===== src/rtl/can_txmb_pkg.sv =====
package can_txmb_pkg;
  localparam int ID_W  = 29;
  localparam int STD_W = 11;
  localparam int KEY_W = ID_W + 1;

  typedef logic [ID_W-1:0]  ident_t;
  typedef logic [KEY_W-1:0] key_t;

  // arbitration key: aligned identifier, then the extended flag as lowest bit
  function automatic key_t arb_key(ident_t id, logic ext);
    ident_t al;
    al = ext ? id : {id[STD_W-1:0], {(ID_W-STD_W){1'b0}}};
    return {al, ext};
  endfunction
endpackage


===== src/rtl/mb_order_tracker.sv =====
module mb_order_tracker #(
  parameter int NUM_MB = 3,
  parameter int POS_W  = 2
) (
  input  logic                         clk,
  input  logic                         rst_n,
  input  logic [NUM_MB-1:0]            pend_i,
  output logic [NUM_MB-1:0][POS_W-1:0] pos_nxt_o
);
  localparam int CNT_W = $clog2(NUM_MB + 1);

  logic [NUM_MB-1:0]            pend_q;
  logic [NUM_MB-1:0][POS_W-1:0] pos_q;

  // queue position: 0 is oldest; survivors close gaps, newcomers go behind
  always_comb begin
    logic [CNT_W-1:0] stay_cnt;
    logic [CNT_W-1:0] new_seen;
    logic [CNT_W-1:0] drop;
    stay_cnt = '0;
    new_seen = '0;
    drop     = '0;
    for (int j = 0; j < NUM_MB; j++) begin
      if (pend_q[j] && pend_i[j]) stay_cnt = stay_cnt + 1'b1;
    end
    for (int i = 0; i < NUM_MB; i++) begin
      pos_nxt_o[i] = '0;
      if (pend_i[i]) begin
        if (pend_q[i]) begin
          drop = '0;
          for (int j = 0; j < NUM_MB; j++) begin
            if (pend_q[j] && !pend_i[j] && (pos_q[j] < pos_q[i])) drop = drop + 1'b1;
          end
          pos_nxt_o[i] = pos_q[i] - POS_W'(drop);
        end else begin
          pos_nxt_o[i] = POS_W'(stay_cnt + new_seen);
          new_seen     = new_seen + 1'b1;
        end
      end
    end
  end

  always_ff @(posedge clk or negedge rst_n) begin
    if (!rst_n) begin
      pend_q <= '0;
      pos_q  <= '0;
    end else begin
      pend_q <= pend_i;
      pos_q  <= pos_nxt_o;
    end
  end

  for (genvar i = 0; i < NUM_MB; i++) begin : g_bound
    p_pos_bound_r7: assert property (@(posedge clk) disable iff (!rst_n)
      pend_q[i] |-> (int'(pos_q[i]) < $countones(pend_q)));
    for (genvar j = i + 1; j < NUM_MB; j++) begin : g_pair
      p_pos_unique_r5: assert property (@(posedge clk) disable iff (!rst_n)
        (pend_q[i] && pend_q[j]) |-> (pos_q[i] != pos_q[j]));
    end
  end
endmodule


===== src/rtl/mb_key_builder.sv =====
module mb_key_builder
  import can_txmb_pkg::*;
#(
  parameter int NUM_MB = 3,
  parameter int POS_W  = 2
) (
  input  logic                         clk,
  input  logic                         rst_n,
  input  logic                         fifo_mode_i,
  input  logic [NUM_MB*ID_W-1:0]       ident_i,
  input  logic [NUM_MB-1:0]            ext_i,
  input  logic [NUM_MB-1:0][POS_W-1:0] pos_i,
  output key_t [NUM_MB-1:0]            key_o
);
  for (genvar i = 0; i < NUM_MB; i++) begin : g_key
    assign key_o[i] = fifo_mode_i ? key_t'(pos_i[i])
                                  : arb_key(ident_i[i*ID_W +: ID_W], ext_i[i]);

    p_std_low_zero_r3: assert property (@(posedge clk) disable iff (!rst_n)
      (!fifo_mode_i && !ext_i[i]) |-> (key_o[i][ID_W-STD_W:0] == '0));
  end
endmodule


===== src/rtl/mb_min_arbiter.sv =====
module mb_min_arbiter
  import can_txmb_pkg::*;
#(
  parameter int NUM_MB = 3,
  parameter int IDX_W  = 2
) (
  input  logic              clk,
  input  logic              rst_n,
  input  logic [NUM_MB-1:0] cand_i,
  input  key_t [NUM_MB-1:0] key_i,
  output logic              win_valid_o,
  output logic [IDX_W-1:0]  win_idx_o
);
  // ascending scan with strict compare: ties stay with the lower index
  always_comb begin
    key_t best;
    best        = '1;
    win_valid_o = 1'b0;
    win_idx_o   = '0;
    for (int i = 0; i < NUM_MB; i++) begin
      if (cand_i[i] && (!win_valid_o || key_i[i] < best)) begin
        win_valid_o = 1'b1;
        win_idx_o   = IDX_W'(i);
        best        = key_i[i];
      end
    end
  end

  for (genvar j = 0; j < NUM_MB; j++) begin : g_chk
    p_min_key_r1: assert property (@(posedge clk) disable iff (!rst_n)
      (win_valid_o && cand_i[j]) |-> (key_i[win_idx_o] <= key_i[j]));
    p_tie_low_r2: assert property (@(posedge clk) disable iff (!rst_n)
      (win_valid_o && cand_i[j] && key_i[j] == key_i[win_idx_o]) |-> (int'(win_idx_o) <= j));
  end
endmodule


===== src/rtl/can_txmb_prio_sel.sv =====
module can_txmb_prio_sel
  import can_txmb_pkg::*;
#(
  parameter  int NUM_MB = 3,
  localparam int IDX_W  = (NUM_MB > 1) ? $clog2(NUM_MB) : 1
) (
  input  logic                   clk,
  input  logic                   rst_n,
  input  logic                   fifo_mode_i,
  input  logic [NUM_MB-1:0]      pend_i,
  input  logic [NUM_MB*ID_W-1:0] ident_i,
  input  logic [NUM_MB-1:0]      ext_i,
  output logic                   grant_valid_o,
  output logic [IDX_W-1:0]       grant_idx_o,
  output logic [NUM_MB-1:0]      grant_oh_o
);
  localparam int POS_W = IDX_W;

  logic                         mode_q;
  logic [NUM_MB-1:0][POS_W-1:0] pos_nxt;
  key_t [NUM_MB-1:0]            keys;
  logic                         win_valid;
  logic [IDX_W-1:0]             win_idx;

  // policy only changes hands while the mailbox set is idle
  always_ff @(posedge clk or negedge rst_n) begin
    if (!rst_n)            mode_q <= 1'b0;
    else if (pend_i == '0) mode_q <= fifo_mode_i;
  end

  mb_order_tracker #(.NUM_MB(NUM_MB), .POS_W(POS_W)) u_order (
    .clk(clk), .rst_n(rst_n), .pend_i(pend_i), .pos_nxt_o(pos_nxt)
  );

  mb_key_builder #(.NUM_MB(NUM_MB), .POS_W(POS_W)) u_keys (
    .clk(clk), .rst_n(rst_n), .fifo_mode_i(mode_q), .ident_i(ident_i),
    .ext_i(ext_i), .pos_i(pos_nxt), .key_o(keys)
  );

  mb_min_arbiter #(.NUM_MB(NUM_MB), .IDX_W(IDX_W)) u_arb (
    .clk(clk), .rst_n(rst_n), .cand_i(pend_i), .key_i(keys),
    .win_valid_o(win_valid), .win_idx_o(win_idx)
  );

  always_ff @(posedge clk or negedge rst_n) begin
    if (!rst_n) begin
      grant_valid_o <= 1'b0;
      grant_idx_o   <= '0;
      grant_oh_o    <= '0;
    end else begin
      grant_valid_o <= win_valid;
      grant_idx_o   <= win_valid ? win_idx : '0;
      grant_oh_o    <= win_valid ? (NUM_MB'(1) << win_idx) : '0;
    end
  end

  p_valid_follows_r4: assert property (@(posedge clk) disable iff (!rst_n)
    1'b1 |=> (grant_valid_o == $past(pend_i != '0)));
  p_grant_pending_r4: assert property (@(posedge clk) disable iff (!rst_n)
    grant_valid_o |-> (($past(pend_i) & grant_oh_o) != '0));
  p_idle_zero_r4: assert property (@(posedge clk) disable iff (!rst_n)
    !grant_valid_o |-> (grant_oh_o == '0 && grant_idx_o == '0));
  p_mode_hold_r8: assert property (@(posedge clk) disable iff (!rst_n)
    (pend_i != '0) |=> $stable(mode_q));
endmodule


===== config.mk =====
export PLATFORM = sky130hd
export DESIGN_NAME = can_txmb_prio_sel
export DESIGN_NICKNAME = d
export VERILOG_FILES = /design/src/rtl/can_txmb_pkg.sv /design/src/rtl/mb_order_tracker.sv /design/src/rtl/mb_key_builder.sv /design/src/rtl/mb_min_arbiter.sv /design/src/rtl/can_txmb_prio_sel.sv
export SDC_FILE = /design/constraint.sdc
export NUM_CORES = 1
export LEC_CHECK = 0
export BUFFER_PORTS_ARGS = -buffer_cell sky130_fd_sc_hd__buf_2
export CORE_ASPECT_RATIO = 1.25
export CORE_MARGIN = 8
export CORE_UTILIZATION = 55
export DETAILED_ROUTE_END_ITERATION = 7
export GPL_ROUTABILITY_DRIVEN = 0
export PLACE_DENSITY = 0.94
export SYNTH_ARGS = -nofsm -noshare
export SYNTH_HDL_FRONTEND = slang
export SYNTH_SLANG_ARGS = --single-unit

===== constraint.sdc =====
create_clock -name clk -period 6.05 [get_ports clk]
set_input_delay 0.605 -clock clk [delete_from_list [all_inputs] [get_ports clk]]
set_output_delay 0.605 -clock clk [all_outputs]
set_load 0.01 [all_outputs]

Word-level counts from Yosys, hierarchy flattened
Cells that the tools add are included.
{"block": "op_classes", "addsub": 14, "magnitude_cmp": 11, "shifts": 1, "n_mux": 55, "n_reduce_logical": 25}
{"cell": "30-bit two-way mux", "count": 5}
{"cell": "29-bit two-way mux", "count": 3}
{"cell": "2-bit two-way mux", "count": 37}
{"cell": "30-bit less-than comparator", "count": 2}
{"cell": "2-bit less-than comparator", "count": 9}
{"cell": "1-bit logical AND", "count": 17}
{"cell": "2-bit by 1-bit adder with 2-bit output (second input constant)", "count": 8}
{"cell": "1-bit two-way mux", "count": 9}
{"cell": "2-bit subtractor", "count": 3}
{"cell": "1-bit zero test", "count": 5}
{"cell": "2-bit adder", "count": 2}
{"cell": "3-bit zero test", "count": 1}
{"cell": "3-bit two-way mux", "count": 1}
{"cell": "1-bit by 2-bit << shifter with 3-bit output (first input constant)", "count": 1}
{"cell": "1-bit by 1-bit adder with 2-bit output (second input constant)", "count": 1}
{"cell": "1-bit logical OR", "count": 2}
{"block": "totals", "register_bits": 16, "inputBits": 96, "out_inout_bits": 6, "elab_cells": 114}

Logic depth before layout (Yosys ltp)
{"block": "depth", "depth_word": 29, "depth_mapped": 32, "ltp_nobuf": 31}

By module
From an unflattened synthesis, not the netlist that was laid out.
{"block": "unflattened", "hier_cells": 492, "area_unflattened_um2": 3901.2}
{"module": "mb_min_arbiter", "n_inst": 1, "cells_each": 259, "area_per_inst_um2": 1965.6, "seq_area_each_um2": 0.0}
{"module": "mb_key_builder", "n_inst": 1, "cells_each": 139, "area_per_inst_um2": 918.4, "seq_area_each_um2": 0.0}
{"module": "mb_order_tracker", "n_inst": 1, "cells_each": 80, "area_per_inst_um2": 785.8, "seq_area_each_um2": 225.2}
{"module": "can_txmb_prio_sel", "n_inst": 1, "cells_each": 14, "area_per_inst_um2": 231.5, "seq_area_each_um2": 175.2}

Worst setup path before layout
OpenSTA, ideal clock, no wires.
{"block": "synth_path", "path_kind": "input -> register", "from": "input port pend_i[1]", "to": "register grant_oh_o[0]", "setup_ns": 0.139, "arrival_time_ns": 5.467, "t_required_ns": 5.911, "slack_ns": 0.444, "cell_stages": 29, "n_path_buf": 2, "path_cell_list": "clkbuf_1 nand2b_1 a211oi_1 ha_1 ha_1 xnor2_1 xnor2_1 mux2_2 nor2_1 nand2_1 nand3_1 inv_1 ha_1 a21o_1 nand4_1 a21boi_0 nor2_1 o21ai_1 buf_2 mux2i_1 ha_1 a21o_1 a21o_1 a21o_1 a221o_1 a221oi_1 o21ai_0 a311oi_2 a211oi_1"}
{"element": "start: declaration", "line_no": "can_txmb_prio_sel.sv:10", "text": "input logic [NUM_MB-1:0] pend_i,"}
{"element": "end signal: assignment", "line_no": "can_txmb_prio_sel.sv:53", "text": "grant_oh_o <= win_valid ? (NUM_MB'(1) << win_idx) : '0;"}
{"element": "end: declaration", "line_no": "can_txmb_prio_sel.sv:15", "text": "output logic [NUM_MB-1:0] grant_oh_o"}

==> metrics.md <==
| Metric | Value |
|---|---|
| Syn avg cell area | `7.841 um2` |
| Nature of the critical path endpoint | `flop` |
| GRT Total Usage | `25.72%` |
| I/O Buffers | `101` |
| Global-route wire length before repair | `19.79 mm` |
| Synthesized flop and latch total | `15` |
| Register area | `375.4 um2` |
| CP Launch Type | `flop` |
| Ys async rst share | `100.0%` |
| CP delay by family, top | `compound AO/OA/AOI/OAI gates` |
| Leakage | `2.701 nW` |
| Area taken by multi-input logic gates | `0.003233 mm2` |
| Status | `complete, but fails checks` |
| Arrival @ worst endpoint | `6.47 ns` |
| Synth Net Count | `640` |
| TritonRoute pass-1 iters | `5` |
| Endpoints failing hold | `0` |
| Final worst path period share | `104.9%` |
| Top-area cell type share of the netlist area | `25.52%` |
| Slew Viols, Final | `0` |
| Fin worst setup slack | `-0.2958 ns` |
| Commonest cells after routing, fill and taps aside | `buf_2, ha_1, mux2i_1` |
| Root Buffer | `clkbuf_8` |
| Vias per cell | `6.320` |
| Failing checks | `negative setup slack` |
| Clock tree buffer depth | `2` |
| CP max FO | `7` |
| Drt drc | `0` |
| R2R Setup Slk | `-0.30 ns` |
| Max Fclk | `157.6 MHz` |
| CTS tree | `yes` |
| Area of the die | `0.009575 mm2` |
| Clk_skew | `0.001730 ns` |
| Boundary Pins | `102` |
| Final setup violation count | `4` |
| Post-layout net count | `767` |
| # rows | `33` |
| Fraction of layout cells with a size suffix above 1 | `34.29%` |
| Total power | `0.7858 mW` |
| Worst Path Buf+Inv | `5` |
| Die height | `107.4 um` |
| Most common cell after layout, fill and taps aside | `buf_2` |
| CTS H-tree depth | `1` |
| Wire length per cell | `19.91 um` |
| Synth area leaders | `ha_1, mux2i_1, dfrtp_1` |
| RSZ-0062 raised after global routing | `yes` |
| Detailed Place HPWL | `10.25 mm` |
| Syn Inst Count | `469` |
| Crit Path Category | `flop to flop` |
| Vias in the first global route | `4400` |
| Power Dens Cells | `164.3 mW/mm2` |
| Sequential fraction of the synthesis area | `10.21%` |
| Routed WL | `13.58 mm` |
| Netlist Area Pre-Place | `0.003677 mm2` |
| Die Wd | `89.14 um` |
| Cts hold-fix bufs | `0` |
| Total grt overflow | `0` |
| Crit path top cell by count | `a21o_1` |
| Area leader, netlist | `ha_1` |
| Layout area overhead | `30.08%` |
| Initial DRC Count | `421` |
| Initial antenna violation count | `0` |
| Crit-path max cell delay | `0.40 ns` |
| Worst hold path class | `input pin to async pin` |
| Worst path slowest cell | `dfrtp_1` |
| Clock Latency Late Sink | `0.26 ns` |
| Post-Route Setup TNS | `-1.125 ns` |
| Antenna-violating nets left | `0` |
| Max-cap violation count | `0` |
| Distinct cells, synth | `46` |
| Antenna Cells | `0` |
| Slew @ Worst Pin | `0.7184 ns` |
| IR drop worst, VDD | `0.0001069 V` |
| Slew HR | `52.11%` |
| Post-synth EDFFs | `0` |
| Vias post-DR | `4310` |
| Hold WS | `0.2510 ns` |
| Pin count of the biggest net entering global routing | `22` |
| Filler cell count | `449` |
| Synth Flop Type | `dfrtp_1` |
| CTS buffer count | `3` |
| Yosys warning count | `0` |
| CTS Sinks | `15` |
| Clock-pin slew on the worst setup and hold paths | `0.06 ns` |
| Worst EP required | `6.17 ns` |
| Core area | `0.006524 mm2` |
| Initial Util | `56.37%` |
| Min Tclk post-route | `6.346 ns` |
==> final timing paths <==
kind,start,to,cells past startpoint
max in group asynchronous,rst_n,grant_oh_o[2]$_DFF_PN0_,1
setup / recovery,u_order.pos_q[2]$_DFF_PN0_,grant_oh_o[0]$_DFF_PN0_,31
min in group clk,fifo_mode_i,mode_q$_DFFE_PN0N_,2
hold reg to reg,u_order.pend_q[2]$_DFF_PN0_,u_order.pos_q[4]$_DFF_PN0_,2
setup reg to reg,u_order.pos_q[2]$_DFF_PN0_,grant_oh_o[0]$_DFF_PN0_,31
hold / removal,rst_n,u_order.pos_q[2]$_DFF_PN0_,1
==> worst reg2reg max path: cells and delay by family (launching register included) <==
| kind | cells | cell delay (ns) |
|---|---|---|
| compound gates | 14 | 2.78 |
| xor+xnor | 2 | 0.41 |
| fa+ha+maj | 5 | 1.24 |
| buf+inv | 5 | 0.69 |
| flops | 1 | 0.40 |
| mux | 1 | 0.22 |
| simple gates | 4 | 0.46 |
==> where the power goes <==
group          total [mW]  internal [mW]  leakage [nW]  switching [mW]
Sequential          0.128          0.112         0.185          0.0159
Clock              0.0852         0.0458        0.0255          0.0394
Combinational       0.573          0.264          2.49           0.309
Total               0.786          0.422          2.70           0.364
==> synth_stat cells (4+ instances only) <==
| master | instances |
|---|---|
| a211oi_1 | 7 |
| a21boi_0 | 4 |
| a21o_1 | 14 |
| a21oi_1 | 18 |
| and2_1 | 19 |
| buf_1 | 4 |
| buf_2 | 4 |
| clkbuf_1 | 14 |
| dfrtp_1 | 15 |
| ha_1 | 75 |
| inv_1 | 45 |
| mux2_2 | 19 |
| mux2i_1 | 45 |
| nand2_1 | 35 |
| nand2b_1 | 5 |
| nand3_1 | 8 |
| nand4_1 | 10 |
| nor2_1 | 33 |
| nor2b_1 | 4 |
| nor3_1 | 4 |
| o211a_1 | 5 |
| o211ai_1 | 5 |
| o21ai_0 | 40 |
| xnor2_1 | 8 |
==> layer usage <==
| metal | share of wire, % | vias to the layer above | track usage (%) |
|---|---|---|---|
| met4 | 6.4 | 0 | 14.90 |
| met5 | 0 | - | 0 |
| met3 | 8.5 | 96 | 4.431 |
| met2 | 50 | 318 | 44.90 |
| met1 | 35 | 1965 | 28.10 |
| li1 | - | 1931 | - |
==> sequential cells by signal, indices dropped and copies added (netlist names) <==
| signal | flops |
|---|---|
| u_order.pos_q | 6 |
| u_order.pend_q | 3 |
| grant_idx_o | 2 |
| grant_oh_o | 2 |
| grant_valid_o | 1 |
| mode_q | 1 |
==> layout make-up <==
type / count / area share (%)
flip-flops and latches: 15 / 7.847
well taps: 87 / 2.276
clock inverters: 1 / 0.1046
multi-input cells: 385 / 67.59
clock buffers: 3 / 0.8632
repair buffers: 146 / 17.79
inverters: 45 / 3.531
==> cells by family (layout without fill, tap and decap cells) <==
kind of cell	Yosys count	after routing	share of synthesized area [%]
adder cells (fa/ha/maj)	75	75	25.52
XOR/XNOR	10	10	2.586
buffers and inverters	69	195	7.383
multiplexers	64	64	18.07
AND/OR/NAND/NOR	127	127	16.74
AO/OA/AOI/OAI	109	109	19.50
flip-flops	15	15	10.21
==> per-stage QoR <==
stage,util (%),std cells,setup slack [ns],area (um2)
floorplan,-,469,0.4436,3677
global placement,67.15,658,-0.05724,4380
detailed placement,67.15,658,-0.4676,4380
CTS,69.22,672,0.003646,4516
global route,73.32,682,-0.3775,4783
finish,73.32,682,-0.2958,4783
==> timing repair <==
action | in CTS | in global routing
setup buffers | 10 | 10
resized for setup | 4 | 40
endpoints found under the setup margin | 4 | 4
pin swaps | 3 | 24
(Power assumes the default switching activity.)
